## src/rtl/ddr2trk_pkg.sv

```systemverilog
package ddr2trk_pkg;

  typedef enum logic [3:0] {
    CMD_NOP   = 4'd0,
    CMD_DESEL = 4'd1,
    CMD_ACT   = 4'd2,
    CMD_RD    = 4'd3,
    CMD_WR    = 4'd4,
    CMD_PRE   = 4'd5,
    CMD_PREA  = 4'd6,
    CMD_REF   = 4'd7,
    CMD_LMR   = 4'd8
  } cmd_e;

  typedef enum logic [1:0] {
    BK_IDLE = 2'd0,
    BK_ACTV = 2'd1,
    BK_ROW  = 2'd2,
    BK_PRE  = 2'd3
  } bank_st_e;

  typedef enum logic [1:0] {
    GB_NONE = 2'd0,
    GB_REF  = 2'd1,
    GB_MRS  = 2'd2
  } gbl_st_e;

endpackage

```

## src/rtl/ddr2trk_legal.sv

```systemverilog
module ddr2trk_legal
  import ddr2trk_pkg::*;
#(
  parameter int NB   = 8,
  parameter int BA_W = 3
) (
  input  logic [3:0]         cmd,
  input  logic               ap,
  input  logic [BA_W-1:0]    ba,
  input  logic [NB-1:0][1:0] bst,
  input  logic [1:0]         gst,
  output logic               bad,
  output logic [NB-1:0]      act_go,
  output logic [NB-1:0]      pre_go,
  output logic               ref_go,
  output logic               mrs_go
);

  logic       any_trans;
  logic       all_idle;
  logic [1:0] tgt;
  logic       quiet;

  always_comb begin
    any_trans = 1'b0;
    all_idle  = 1'b1;
    for (int i = 0; i < NB; i++) begin
      if (bst[i] == BK_ACTV || bst[i] == BK_PRE) any_trans = 1'b1;
      if (bst[i] != BK_IDLE) all_idle = 1'b0;
    end
  end

  assign tgt   = bst[ba];
  assign quiet = (cmd == CMD_NOP) || (cmd == CMD_DESEL);

  always_comb begin
    bad    = 1'b0;
    act_go = '0;
    pre_go = '0;
    ref_go = 1'b0;
    mrs_go = 1'b0;
    if (gst != GB_NONE) begin
      bad = !quiet;
    end else begin
      case (cmd)
        CMD_NOP, CMD_DESEL: ;
        CMD_ACT: begin
          if (tgt == BK_IDLE) act_go[ba] = 1'b1;
          else                bad = 1'b1;
        end
        CMD_RD, CMD_WR: begin
          if (tgt == BK_ROW) pre_go[ba] = ap;
          else               bad = 1'b1;
        end
        CMD_PRE: begin
          if (tgt == BK_ROW)       pre_go[ba] = 1'b1;
          else if (tgt != BK_IDLE) bad = 1'b1;
        end
        CMD_PREA: begin
          if (any_trans) bad = 1'b1;
          else           pre_go = '1;
        end
        CMD_REF: begin
          if (all_idle) ref_go = 1'b1;
          else          bad = 1'b1;
        end
        CMD_LMR: begin
          if (all_idle) mrs_go = 1'b1;
          else          bad = 1'b1;
        end
        default: bad = 1'b1;
      endcase
    end
  end

endmodule

```

## src/rtl/ddr2trk_bank.sv

```systemverilog
module ddr2trk_bank
  import ddr2trk_pkg::*;
#(
  parameter int T_RCD = 3,
  parameter int T_RP  = 4
) (
  input  logic       clk,
  input  logic       rst_n,
  input  logic       go_act,
  input  logic       go_pre,
  output logic [1:0] state_o
);

  localparam int TMAX = (T_RCD > T_RP) ? T_RCD : T_RP;
  localparam int CW   = $clog2(TMAX + 1);

  bank_st_e st;
  logic [CW-1:0] cnt;

  always_ff @(posedge clk or negedge rst_n) begin
    if (!rst_n) begin
      st  <= BK_IDLE;
      cnt <= '0;
    end else if (go_act) begin
      st  <= BK_ACTV;
      cnt <= CW'(T_RCD - 1);
    end else if (go_pre) begin
      st  <= BK_PRE;
      cnt <= CW'(T_RP - 1);
    end else if (st == BK_ACTV || st == BK_PRE) begin
      if (cnt == '0) st <= (st == BK_ACTV) ? BK_ROW : BK_IDLE;
      else           cnt <= cnt - 1'b1;
    end
  end

  assign state_o = st;

endmodule

```

## src/rtl/ddr2trk_global.sv

```systemverilog
module ddr2trk_global
  import ddr2trk_pkg::*;
#(
  parameter int T_RFC = 12,
  parameter int T_MRD = 2
) (
  input  logic       clk,
  input  logic       rst_n,
  input  logic       go_ref,
  input  logic       go_mrs,
  output logic [1:0] mode_o
);

  localparam int TMAX = (T_RFC > T_MRD) ? T_RFC : T_MRD;
  localparam int CW   = $clog2(TMAX + 1);

  gbl_st_e gs;
  logic [CW-1:0] cnt;

  always_ff @(posedge clk or negedge rst_n) begin
    if (!rst_n) begin
      gs  <= GB_NONE;
      cnt <= '0;
    end else if (go_ref) begin
      gs  <= GB_REF;
      cnt <= CW'(T_RFC - 1);
    end else if (go_mrs) begin
      gs  <= GB_MRS;
      cnt <= CW'(T_MRD - 1);
    end else if (gs != GB_NONE) begin
      if (cnt == '0) gs <= GB_NONE;
      else           cnt <= cnt - 1'b1;
    end
  end

  assign mode_o = gs;

endmodule

```

## src/rtl/ddr2trk_top.sv

```systemverilog
module ddr2trk_top
  import ddr2trk_pkg::*;
#(
  parameter int NB    = 8,
  parameter int T_RCD = 3,
  parameter int T_RP  = 4,
  parameter int T_RFC = 12,
  parameter int T_MRD = 2,
  localparam int BA_W = $clog2(NB)
) (
  input  logic            clk,
  input  logic            rst_n,
  input  logic [3:0]      cmd_i,
  input  logic            ap_i,
  input  logic [BA_W-1:0] ba_i,
  output logic [2*NB-1:0] bank_state_o,
  output logic [1:0]      gbl_mode_o,
  output logic            cmd_err_o
);

  logic [NB-1:0][1:0] bst;
  logic [NB-1:0]      act_go;
  logic [NB-1:0]      pre_go;
  logic               ref_go;
  logic               mrs_go;
  logic               bad;

  ddr2trk_legal #(.NB(NB), .BA_W(BA_W)) u_legal (
    .cmd    (cmd_i),
    .ap     (ap_i),
    .ba     (ba_i),
    .bst    (bst),
    .gst    (gbl_mode_o),
    .bad    (bad),
    .act_go (act_go),
    .pre_go (pre_go),
    .ref_go (ref_go),
    .mrs_go (mrs_go)
  );

  for (genvar g = 0; g < NB; g++) begin : g_bank
    ddr2trk_bank #(.T_RCD(T_RCD), .T_RP(T_RP)) u_bank (
      .clk     (clk),
      .rst_n   (rst_n),
      .go_act  (act_go[g]),
      .go_pre  (pre_go[g]),
      .state_o (bst[g])
    );
  end

  ddr2trk_global #(.T_RFC(T_RFC), .T_MRD(T_MRD)) u_gbl (
    .clk    (clk),
    .rst_n  (rst_n),
    .go_ref (ref_go),
    .go_mrs (mrs_go),
    .mode_o (gbl_mode_o)
  );

  always_ff @(posedge clk or negedge rst_n) begin
    if (!rst_n) cmd_err_o <= 1'b0;
    else        cmd_err_o <= bad;
  end

  assign bank_state_o = bst;

endmodule

```

## config.mk

```make
export PLATFORM = sky130hd
export DESIGN_NAME = ddr2trk_top
export DESIGN_NICKNAME = d
export VERILOG_FILES = /design/src/rtl/ddr2trk_pkg.sv /design/src/rtl/ddr2trk_legal.sv /design/src/rtl/ddr2trk_bank.sv /design/src/rtl/ddr2trk_global.sv /design/src/rtl/ddr2trk_top.sv
export SDC_FILE = /design/constraint.sdc
export NUM_CORES = 1
export LEC_CHECK = 0
export ABC_CLOCK_PERIOD_IN_PS = 1940
export CAP_MARGIN = 10
export CORE_ASPECT_RATIO = 1.75
export CORE_UTILIZATION = 52
export DETAILED_ROUTE_END_ITERATION = 6
export PLACE_DENSITY_LB_ADDON = 0.15
export RECOVER_POWER = 50
export SYNTH_ARGS = -nofsm -noshare
export SYNTH_HDL_FRONTEND = slang
export SYNTH_SLANG_ARGS = --single-unit
export TNS_END_PERCENT = 50
```

## constraint.sdc

```tcl
create_clock -name clk -period 1.94 [get_ports clk]
set_input_delay 0.582 -clock clk [delete_from_list [all_inputs] [get_ports clk]]
set_output_delay 0.582 -clock clk [all_outputs]
set_load 0.01 [all_outputs]
```

==> run metrics <==
post-synth net total 356; crit path kind in2reg; vias after detailed routing 2858; skew final 0.01126 ns; pin count of the biggest net entering global routing 48; final hold vios 0; Fillers 380; Critical Path RT 2.19 ns; Layout area overhead 44.02%; Crit-path slowest cell a2111o_1; status finished, violations left; Post-synth top flop dfrtp_1; RSZ-0062 raised after global routing yes; Die Wd 59.95 um; diodes inserted 0; post-route ant nets 0; Num Clock Sinks 47; Gate Count Post-Synth 328; Worst-Skew Late Latency 0.31 ns; failing checks setup timing; Netlist Area Pre-Place 3055 um^2; slowest stage delay, CP 0.37 ns; First-pass DRT Iterations 4; final wirelength 8465 um; crit-path cells buf_12 -> buf_8 -> mux2i_2 -> a22oi_2 -> a21oi_4 -> and2_4 -> buf_4 -> a2111o_1 -> nand3_1; CP Max Fanout 6; DP Cell Count 484; gr usage total 0.2798; root buf cell clkbuf_8; Tmin final 2.013 ns; synth cell count leaders dfrtp_1, nand2_1, a21oi_1, inv_1, ha_1; vias in the first global route 2749; first-pass GRT wire length 12800 um; Setup TNS Final -0.3208 ns; Max-cap violations 0; HP Class reg2reg; design area 4400 um^2; WL per Instance 16.73 um; Top Ports 29; post-cts hold buffer count 0; Detail Route met2 WL 4471 um; FF+latch count, synth 47; H-tree level count 2; CTS Buffer Depth 2; fin cells 506; Final nets 458; HPWL after DPL 5716 um; GR Overflow Total 0; gp weighted congestion 0.9406; part of the cycle the worst path needs 1.037; Pwr per Cell Area 1172 nW/um^2; initial antenna violation count 0; top post-synthesis cells by area dfrtp_1, ha_1, nand2_1, a21oi_1, xnor2_1; # setup viols final 8; clock-pin transition on the worst setup and hold timing paths 0.09 ns; slew margin rel. 0.2285; die footprint 6198 um^2; Setup crit end kind flip-flop; Seq/Total Area, Yosys 0.3849; Crit path max-delay family compound AO/OA/AOI/OAI gates; met3 WL 356 um; Die H 103.4 um; fin util 0.7816; FFs w/ async S/R, synth 1.000; Via-to-Cell Ratio 5.648; actual slew at the worst max-slew pin 1.157 ns; CTS Buf Count 5; M1 WL 3082 um; Core ar. 5630 um^2; Std-Cell Rows 36; Fin Hold WS 0.5060 ns; Yosys top cell area share 0.3849; most frequent cell after synthesis dfrtp_1; Port Buf Inserts 28; layout cell share with drive strength beyond 1 0.3698; initial core utilization 0.5427; arrival time of the worst setup path 2.26 ns; Synth area leader dfrtp_1; Fmax 496.9 MHz; post-layout worst setup margin -0.07265 ns; Startpoint Class primary input; fin. max-slew vios 0; top sig layer met4; CTS tree done; VDD IR max 804.0 uV; Initial DRC Count 94; Buf+Inv Stages, Crit Path 3; Synth cell types 59; synthesis warning total 0; Post-synth EDFFs 0; DRC 0; Lkg Pwr 2.090 nW; Placement Cell Area 3875 um^2; syn_area_per_cell 9.315 um^2
## tightest hold or removal path, cell delays in order (launching register included)
cell,delay [ns]
dfrtp_1,0.35
nand2_1,0.05
o211ai_1,0.08
## routing by layer
metal	GRT usage	vias to the layer above
li1	-	1361
met1	0.3008	1378
met2	0.4915	83
met3	0.05597	36
met4	0.1682	0
met5	0	-
## area by class of cell
| type | instances | area, um^2 | share of cell area |
|---|---|---|---|
| Multi-Input combinational cell | 247 | 2062 | 0.4686 |
| Clock inverter | 1 | 5.005 | 0.001137 |
| Sequential cell | 47 | 1180 | 0.2681 |
| Timing Repair Buffer | 103 | 878.3 | 0.1996 |
| Inverter | 26 | 97.59 | 0.02218 |
| Clock buffer | 6 | 82.58 | 0.01877 |
| Tap cell | 76 | 95.09 | 0.02161 |
## repair_timing
action | in CTS | in global routing
gates resized for setup | 73 | 52
setup buffers | 5 | 12
endpoints found under the setup margin | 57 | 47
pin swaps | 15 | 18
## metrics by stage
stage	worst slack, ns	power [mW]
floorplan	-0.3280	3.259
global placement	-0.8296	4.226
detailed placement	-0.8764	4.318
CTS	-0.1102	4.972
global route	-0.08638	5.553
finish	-0.07265	5.157
## layout by cell type (no fill, tap or decap), drive strengths merged, types with 9 or more instances in the layout
| cell | instances |
|---|---|
| nand3 | 9 |
| dfrtp | 47 |
| xnor2 | 12 |
| a21oi | 28 |
| nand2b | 11 |
| nand2 | 42 |
| dlygate4sd2 | 14 |
| inv | 26 |
| o21ai | 15 |
| o211ai | 9 |
| buf | 80 |
| ha | 18 |
| nor2 | 10 |
## cell families (layout without fill, tap and decap cells)
family,after synthesis,after routing,share of synthesized area
DFF,47,47,0.3849
muxes,9,9,0.03522
and+or+nand+nor,118,118,0.2060
AOI/OAI and AO/OA,82,82,0.1912
adders and majority gates,18,18,0.07371
buffers and inverters,34,136,0.05159
xor gates and xnor gates,20,20,0.05733
## final timing paths
kind | from | end | slack [ns] | cells past startpoint
hold / removal | g_bank[3].u_bank.cnt[1]$_DFFE_PN0P_ | g_bank[3].u_bank.cnt[1]$_DFFE_PN0P_ | 0.51 | 2
hold reg to reg | g_bank[3].u_bank.cnt[1]$_DFFE_PN0P_ | g_bank[3].u_bank.cnt[1]$_DFFE_PN0P_ | 0.51 | 2
setup / recovery | ba_i[0] | g_bank[4].u_bank.state_o[1]$_DFFE_PN0P_ | -0.07 | 9
max in group asynchronous | rst_n | g_bank[5].u_bank.state_o[0]$_DFFE_PN0P_ | 0.58 | 2
setup reg to reg | g_bank[5].u_bank.state_o[0]$_DFFE_PN0P_ | g_bank[5].u_bank.cnt[2]$_DFFE_PN0P_ | -0.03 | 8
min in group asynchronous | rst_n | cmd_err_o$_DFF_PN0_ | 0.58 | 2
## flip-flops by register name, summed over array words and instances, names as in the netlist
name	cells
g_bank.u_bank.cnt	24
g_bank.u_bank.state_o	16
u_gbl.cnt	4
u_gbl.mode_o	2
cmd_err_o	1
## report_power, final
group	internal, mW	switching, mW	total, mW
sequential	1.42	0.383	1.80
combinational	1.38	1.38	2.77
clock	0.280	0.310	0.590
Note: power is estimated with default switching activity, not from simulation.
